--- src/rtl/rxseq_pkg.sv ---
package rxseq_pkg;

  typedef enum logic [2:0] {
    ST_IDLE,
    ST_CAB_ON,
    ST_CAB_DATA,
    ST_OWN_ON,
    ST_OWN_DATA,
    ST_TAIL
  } seq_st_e;

  typedef enum logic [1:0] {
    SPD_S100 = 2'd0,
    SPD_S200 = 2'd1,
    SPD_S400 = 2'd2,
    SPD_RSV  = 2'd3
  } spd_e;

  typedef enum logic [1:0] {
    OUT_IDLE,
    OUT_DATAON,
    OUT_SPEED,
    OUT_BYTE
  } out_sel_e;

  // speed code as seen in the top eight data bits
  function automatic logic [7:0] speed_code(spd_e s);
    case (s)
      SPD_S100: speed_code = 8'h00;
      SPD_S200: speed_code = 8'h40;
      default:  speed_code = 8'h50;
    endcase
  endfunction

endpackage

--- src/rtl/rxseq_evt_cap.sv ---
module rxseq_evt_cap
  import rxseq_pkg::*;
(
  input  logic       clk,
  input  logic       rst_n,
  input  logic       arm,
  input  logic       consume,
  input  logic       rx_spd_valid,
  input  logic [1:0] rx_spd,
  input  logic       rx_end,
  output logic       spd_avail,
  output spd_e       spd_sel,
  output logic       end_seen
);

  logic pend_sv;
  spd_e pend_spd;
  logic pend_end;

  // holds speed/end that arrive in the same cycle as the prefix
  always_ff @(posedge clk or negedge rst_n) begin
    if (!rst_n) begin
      pend_sv  <= 1'b0;
      pend_spd <= SPD_S100;
      pend_end <= 1'b0;
    end else if (arm) begin
      pend_sv  <= rx_spd_valid;
      pend_spd <= spd_e'(rx_spd);
      pend_end <= rx_end;
    end else if (consume) begin
      pend_sv  <= 1'b0;
      pend_end <= 1'b0;
    end
  end

  assign spd_avail = pend_sv | rx_spd_valid;
  assign spd_sel   = pend_sv ? pend_spd : spd_e'(rx_spd);
  assign end_seen  = pend_end | rx_end;

endmodule

--- src/rtl/rxseq_spd_enc.sv ---
module rxseq_spd_enc
  import rxseq_pkg::*;
#(
  parameter int DATA_W = 8
) (
  input  spd_e              spd,
  output logic [DATA_W-1:0] code
);

  localparam int PAD_W = DATA_W - 8;

  logic [7:0] byte_code;
  assign byte_code = speed_code(spd);

  generate
    if (PAD_W == 0) begin : g_exact
      assign code = byte_code;
    end else begin : g_wide
      assign code = {byte_code, {PAD_W{1'b0}}};
    end
  endgenerate

endmodule

--- src/rtl/rxseq_fsm.sv ---
module rxseq_fsm
  import rxseq_pkg::*;
(
  input  logic     clk,
  input  logic     rst_n,
  input  logic     rx_prefix,
  input  logic     spd_avail,
  input  logic     end_seen,
  input  logic     rx_byte_valid,
  input  logic     rx_end,
  input  logic     sid_valid,
  input  logic     sid_last,
  output out_sel_e out_sel,
  output logic     src_own,
  output logic     spd_own,
  output logic     arm,
  output logic     consume,
  output logic     rx_rdy,
  output logic     sid_rdy
);

  seq_st_e st, st_nxt;

  always_ff @(posedge clk or negedge rst_n) begin
    if (!rst_n) st <= ST_IDLE;
    else        st <= st_nxt;
  end

  always_comb begin
    st_nxt  = st;
    out_sel = OUT_IDLE;
    src_own = 1'b0;
    spd_own = 1'b0;
    arm     = 1'b0;
    consume = 1'b0;
    rx_rdy  = 1'b0;
    sid_rdy = 1'b0;
    case (st)
      ST_IDLE: begin
        if (rx_prefix) begin
          arm     = 1'b1;
          out_sel = OUT_DATAON;
          st_nxt  = ST_CAB_ON;
        end else if (sid_valid) begin
          out_sel = OUT_DATAON;
          st_nxt  = ST_OWN_ON;
        end
      end
      ST_CAB_ON: begin
        if (end_seen) begin
          consume = 1'b1;
          st_nxt  = ST_IDLE;
        end else if (spd_avail) begin
          consume = 1'b1;
          out_sel = OUT_SPEED;
          st_nxt  = ST_CAB_DATA;
        end else begin
          out_sel = OUT_DATAON;
        end
      end
      ST_CAB_DATA: begin
        rx_rdy = 1'b1;
        if (rx_byte_valid) begin
          out_sel = OUT_BYTE;
          if (rx_end) st_nxt = ST_TAIL;
        end else if (rx_end) begin
          st_nxt = ST_IDLE;
        end else begin
          out_sel = OUT_DATAON;
        end
      end
      ST_OWN_ON: begin
        spd_own = 1'b1;
        out_sel = OUT_SPEED;
        st_nxt  = ST_OWN_DATA;
      end
      ST_OWN_DATA: begin
        sid_rdy = 1'b1;
        src_own = 1'b1;
        if (sid_valid) begin
          out_sel = OUT_BYTE;
          if (sid_last) st_nxt = ST_TAIL;
        end else begin
          out_sel = OUT_DATAON;
        end
      end
      default: begin
        st_nxt = ST_IDLE;
      end
    endcase
  end

endmodule

--- src/rtl/rxseq_out_reg.sv ---
module rxseq_out_reg
  import rxseq_pkg::*;
#(
  parameter int              DATA_W     = 8,
  parameter int              CTL_W      = 2,
  parameter logic [CTL_W-1:0] CTL_IDLE  = 2'b00,
  parameter logic [CTL_W-1:0] CTL_RECV  = 2'b10,
  parameter logic [DATA_W-1:0] DATAON_PAT = '1
) (
  input  logic              clk,
  input  logic              rst_n,
  input  out_sel_e          out_sel,
  input  logic              src_own,
  input  logic [DATA_W-1:0] spd_code,
  input  logic [DATA_W-1:0] rx_byte,
  input  logic [DATA_W-1:0] sid_data,
  output logic [CTL_W-1:0]  link_ctl,
  output logic [DATA_W-1:0] link_d
);

  logic [DATA_W-1:0] d_nxt;
  logic [DATA_W-1:0] pay;

  assign pay = src_own ? sid_data : rx_byte;

  always_comb begin
    case (out_sel)
      OUT_DATAON: d_nxt = DATAON_PAT;
      OUT_SPEED:  d_nxt = spd_code;
      OUT_BYTE:   d_nxt = pay;
      default:    d_nxt = '0;
    endcase
  end

  always_ff @(posedge clk or negedge rst_n) begin
    if (!rst_n) begin
      link_ctl <= CTL_IDLE;
      link_d   <= '0;
    end else begin
      link_ctl <= (out_sel == OUT_IDLE) ? CTL_IDLE : CTL_RECV;
      link_d   <= d_nxt;
    end
  end

endmodule

--- src/rtl/phy_link_rx_seq.sv ---
module phy_link_rx_seq
  import rxseq_pkg::*;
#(
  parameter int               DATA_W     = 8,
  parameter int               CTL_W      = 2,
  parameter logic [CTL_W-1:0] CTL_IDLE   = 2'b00,
  parameter logic [CTL_W-1:0] CTL_RECV   = 2'b10,
  parameter logic [DATA_W-1:0] DATAON_PAT = '1
) (
  input  logic              clk,
  input  logic              rst_n,
  input  logic              rx_prefix,
  input  logic              rx_spd_valid,
  input  logic [1:0]        rx_spd,
  input  logic              rx_byte_valid,
  input  logic [DATA_W-1:0] rx_byte,
  output logic              rx_byte_ready,
  input  logic              rx_end,
  input  logic              sid_valid,
  input  logic [DATA_W-1:0] sid_data,
  input  logic              sid_last,
  output logic              sid_ready,
  output logic [CTL_W-1:0]  link_ctl,
  output logic [DATA_W-1:0] link_d
);

  out_sel_e          out_sel;
  logic              src_own, spd_own, arm, consume;
  logic              spd_avail, end_seen;
  spd_e              cab_spd, tx_spd;
  logic [DATA_W-1:0] spd_code;

  rxseq_evt_cap u_cap (
    .clk          (clk),
    .rst_n        (rst_n),
    .arm          (arm),
    .consume      (consume),
    .rx_spd_valid (rx_spd_valid),
    .rx_spd       (rx_spd),
    .rx_end       (rx_end),
    .spd_avail    (spd_avail),
    .spd_sel      (cab_spd),
    .end_seen     (end_seen)
  );

  rxseq_fsm u_fsm (
    .clk           (clk),
    .rst_n         (rst_n),
    .rx_prefix     (rx_prefix),
    .spd_avail     (spd_avail),
    .end_seen      (end_seen),
    .rx_byte_valid (rx_byte_valid),
    .rx_end        (rx_end),
    .sid_valid     (sid_valid),
    .sid_last      (sid_last),
    .out_sel       (out_sel),
    .src_own       (src_own),
    .spd_own       (spd_own),
    .arm           (arm),
    .consume       (consume),
    .rx_rdy        (rx_byte_ready),
    .sid_rdy       (sid_ready)
  );

  // own self-ID always goes out at the slowest speed
  assign tx_spd = spd_own ? SPD_S100 : cab_spd;

  rxseq_spd_enc #(.DATA_W(DATA_W)) u_enc (
    .spd  (tx_spd),
    .code (spd_code)
  );

  rxseq_out_reg #(
    .DATA_W     (DATA_W),
    .CTL_W      (CTL_W),
    .CTL_IDLE   (CTL_IDLE),
    .CTL_RECV   (CTL_RECV),
    .DATAON_PAT (DATAON_PAT)
  ) u_out (
    .clk      (clk),
    .rst_n    (rst_n),
    .out_sel  (out_sel),
    .src_own  (src_own),
    .spd_code (spd_code),
    .rx_byte  (rx_byte),
    .sid_data (sid_data),
    .link_ctl (link_ctl),
    .link_d   (link_d)
  );

endmodule

--- config.mk ---
export PLATFORM = sky130hd
export DESIGN_NAME = phy_link_rx_seq
export DESIGN_NICKNAME = d
export VERILOG_FILES = /design/src/rtl/rxseq_pkg.sv /design/src/rtl/rxseq_evt_cap.sv /design/src/rtl/rxseq_spd_enc.sv /design/src/rtl/rxseq_fsm.sv /design/src/rtl/rxseq_out_reg.sv /design/src/rtl/phy_link_rx_seq.sv
export SDC_FILE = /design/constraint.sdc
export NUM_CORES = 1
export LEC_CHECK = 0
export ABC_CLOCK_PERIOD_IN_PS = 5100
export BUFFER_PORTS_ARGS = -buffer_cell sky130_fd_sc_hd__buf_2
export CAP_MARGIN = 25
export CORE_MARGIN = 2
export CORE_UTILIZATION = 51
export CTS_CLUSTER_DIAMETER = 50
export CTS_CLUSTER_SIZE = 30
export DETAILED_ROUTE_END_ITERATION = 6
export PLACE_DENSITY_LB_ADDON = 0.3
export SLEW_MARGIN = 20
export SYNTH_ARGS = -nofsm -noshare
export SYNTH_HDL_FRONTEND = slang
export SYNTH_HIERARCHICAL = 1
export SYNTH_SLANG_ARGS = --single-unit
--- constraint.sdc ---
create_clock -name clk -period 5.1 [get_ports clk]
set_clock_uncertainty 0.05 [all_clocks]
set_input_delay 1.02 -clock clk [delete_from_list [all_inputs] [get_ports clk]]
set_output_delay 1.02 -clock clk [all_outputs]
set_load 0.005 [all_outputs]
==> run_results.csv <==
group,metric,value,unit
run_status,status,"finished, final reports clean",
timing,fmax,340,MHz
die,start_util,52.5,%
die,num_io_pins,38,
routing,drt-wirelength-per-cell,11.8,um
die,rows,16,
timing,rsz0062_at_grt,"no",
cts,cts_setup_buffers,0,
setup_path,critPathMaxFanout,10,
timing,finalCriticalPeriod,2.94,ns
synth,synth_cell_type_count,34,
pwr,ir_drop,255,uV
global_route,gr-total-overflow,0,
cts,h-tree-depth,1,
routing,remaining_drc_errors,0,
die,coreArea,1900,um^2
synth,syn-cell-area,998,um^2
synth,synth_flop_cell,"dfrtp_1",
place,hpwl,1.47,mm
die,die_area,2330,um^2
cts,cts_max_path_buffers,2,
routing,drt_iter0_drc,17,
pwr,seqPwrFrac,37.9,%
synth,yosys-top-cells-count,"a21oi_1, dfrtp_1, buf_4, mux2i_1, nor2_1",
timing,drv_slew,0,
timing,worstMarginPinSlew,0.914,ns
routing,via_count,847,
pwr,internal_power,380,uW
global_route,antenna_found_initial,0,
final_layout,final_core_util,61.2,%
die,die_w,48.2,um
cts,cts.reportedPaths.clkPinSlew,0.09,ns
synth,synth.most_common_cell,"a21oi_1",
place,io_buffers,36,
cts,cts-resized-gates,0,
pwr,sw_frac_of_total,38.5,%
global_route,track_usage,17.5,%
global_route,grt_pass1_wl,2.77,mm
pwr,power.share.clock,13.2,%
final_layout,final_net_count,163,
setup_path,end_kind,"output port",
synth,synth_seq_cells,16,
final_layout,syn_to_final_growth,16.5,%
timing,finalHoldViolCount,0,
pwr,p_per_area,532,nW/um^2
cts,clock-sinks,16,
pwr,p_switching,238,uW
synth,synth_edf_count,0,
global_route,grt_pass1_vias,699,
routing,routed_via_density,5.20,
flow_run,drv_cap,0,
global_route,grt_max_degree,18,
synth,syn-instance-count,106,
cts,clock_latency,0.27,ns
timing,setup_viol,0,
timing,period_share,57.7,%
routing,wl,1.93,mm
routing,first_pass_iters,4,
hold_path,hold_path_class,"reg2reg",
routing,ant_nets,0,
setup_path,worstSetupPathType,"reg2out",
timing,tns,0,ns
pwr,p_total,619,uW
synth,synth_top_cell_area_share,40.1,%
synth,ys_warn_count,6,
pwr,power_frac_comb,48.9,%
cts,cts_root_buffer,"clkbuf_4",
final_layout,num_antenna_cells,0,
synth,synthArstFlopShare,100,%
cts,cts_tree,"built",
synth,syn_area_per_cell,9.42,um^2
final_layout,drive_gt1_share,39.0,%
die,die_h,48.2,um
synth,synth_top_area_cell,"dfrtp_1",
synth,seq_area_frac_synth,40.1,%
cts,cts_buffers,3,
setup_path,worstPathArrival,1.87,ns
cts,ctsHoldBuffers,0,
synth,ys_top_cells_by_area,"dfrtp_1, a21oi_1, mux2i_1, buf_4, mux2_2",
pwr,cellLeakagePower,0.000559,uW
setup_path,worstPathRequired,4.03,ns
timing,max-slew-margin-rel,38.7,%
place,gp_congestion,0.851,
setup_path,startpoint_type,"register",
placed cells by master, fill, tap and decap left out:
master	n
a21oi_1	19
a21oi_2	1
a22o_1	1
a22o_2	1
a31oi_1	1
a41o_1	1
and2_4	1
and3_1	1
and3b_1	1
buf_2	36
clkbuf_4	3
clkbuf_8	1
conb_1	7
dfrtp_1	16
inv_2	1
mux2_2	4
mux2i_1	8
nand2_1	4
nand2b_1	2
nand3_1	2
nor2_1	5
nor2b_1	2
nor3_1	3
nor3_2	1
nor3b_1	1
o211a_1	1
o21ai_0	1
o21ai_1	1
o21bai_1	2
o22ai_1	1
o41ai_1	1
or2_1	1
or2_2	3
or3b_2	1
or4b_1	1
power by group through the flow:
stage / Sequential [uW] / Clock, uW / Combinational, uW
finish: 235 / 81.5 / 302
global route: 246 / 91.9 / 341
detailed placement: 238 / 0 / 304
floorplan: 223 / 0 / 256
global placement: 237 / 0 / 296
CTS: 235 / 85.1 / 305
layer usage:
| layer | GRT usage, % | part of all wire (%) | vias up |
|---|---|---|---|
| li1 | - | - | 424 |
| met3 | 3.33 | 4.3 | 2 |
| met2 | 30.0 | 53 | 18 |
| met1 | 21.0 | 41 | 403 |
| met5 | 0 | 0 | - |
| met4 | 8.11 | 0.99 | 0 |
flip-flops by register name, indices dropped and copies added, names as in the netlist:
signal,count
u_cap/pend_sv,1
u_fsm/st,3
u_cap/pend_spd,2
u_out/link_d,8
u_out/link_ctl,1
u_cap/pend_end,1
final timing paths:
kind	start	endpoint	slack, ns	depth (start not counted)
worst max-delay path	u_fsm/st[2]	sid_ready	2.16	3
worst min-delay path	u_cap/pend_end	u_cap/pend_end	0.45	1
worst max register to register	u_cap/pend_sv	u_out/link_d[1]	2.74	6
worst min register to register	u_cap/pend_end	u_cap/pend_end	0.45	1
max in group asynchronous	rst_n	u_cap/pend_end	4.15	1
min in group asynchronous	rst_n	u_out/link_d[1]	0.59	1
cells by family after synthesis:
| group | Yosys count | share of synthesized area, % |
|---|---|---|
| AND/OR/NAND/NOR | 29 | 16.4 |
| AO/OA/AOI/OAI | 31 | 18.9 |
| multiplexers | 12 | 12.5 |
| flip-flops | 16 | 40.1 |
| other | 2 | 0.752 |
| buffers and inverters | 16 | 11.3 |
cell type report:
| type | count | area, um^2 |
|---|---|---|
| clock buffer | 4 | 36.3 |
| sequential | 16 | 400 |
| tap | 27 | 33.8 |
| timing repair buffer | 36 | 180 |
| fill | 169 | 738 |
| multi-input combinational | 79 | 509 |
| inverter | 1 | 3.75 |
per-stage QoR:
stage | instance area, um^2 | worst slack, ns | hold WS (ns) | cells
final | 1160 | 2.16 | 0.451 | 163
after CTS | 1160 | 2.12 | 0.458 | 163
after global placement | 1130 | 2.15 | 0.428 | 159
after detailed placement | 1130 | 2.05 | 0.436 | 159
after floorplan | 1020 | 2.41 | 0.409 | 111
after global routing | 1160 | 2.02 | 0.485 | 163
critical path, stage by stage (launching register included):
cell,delay [ns]
dfrtp_1,0.48
inv_2,0.11
nor3_2,0.77
buf_2,0.25
Note: power is estimated with default switching activity, not from simulation.
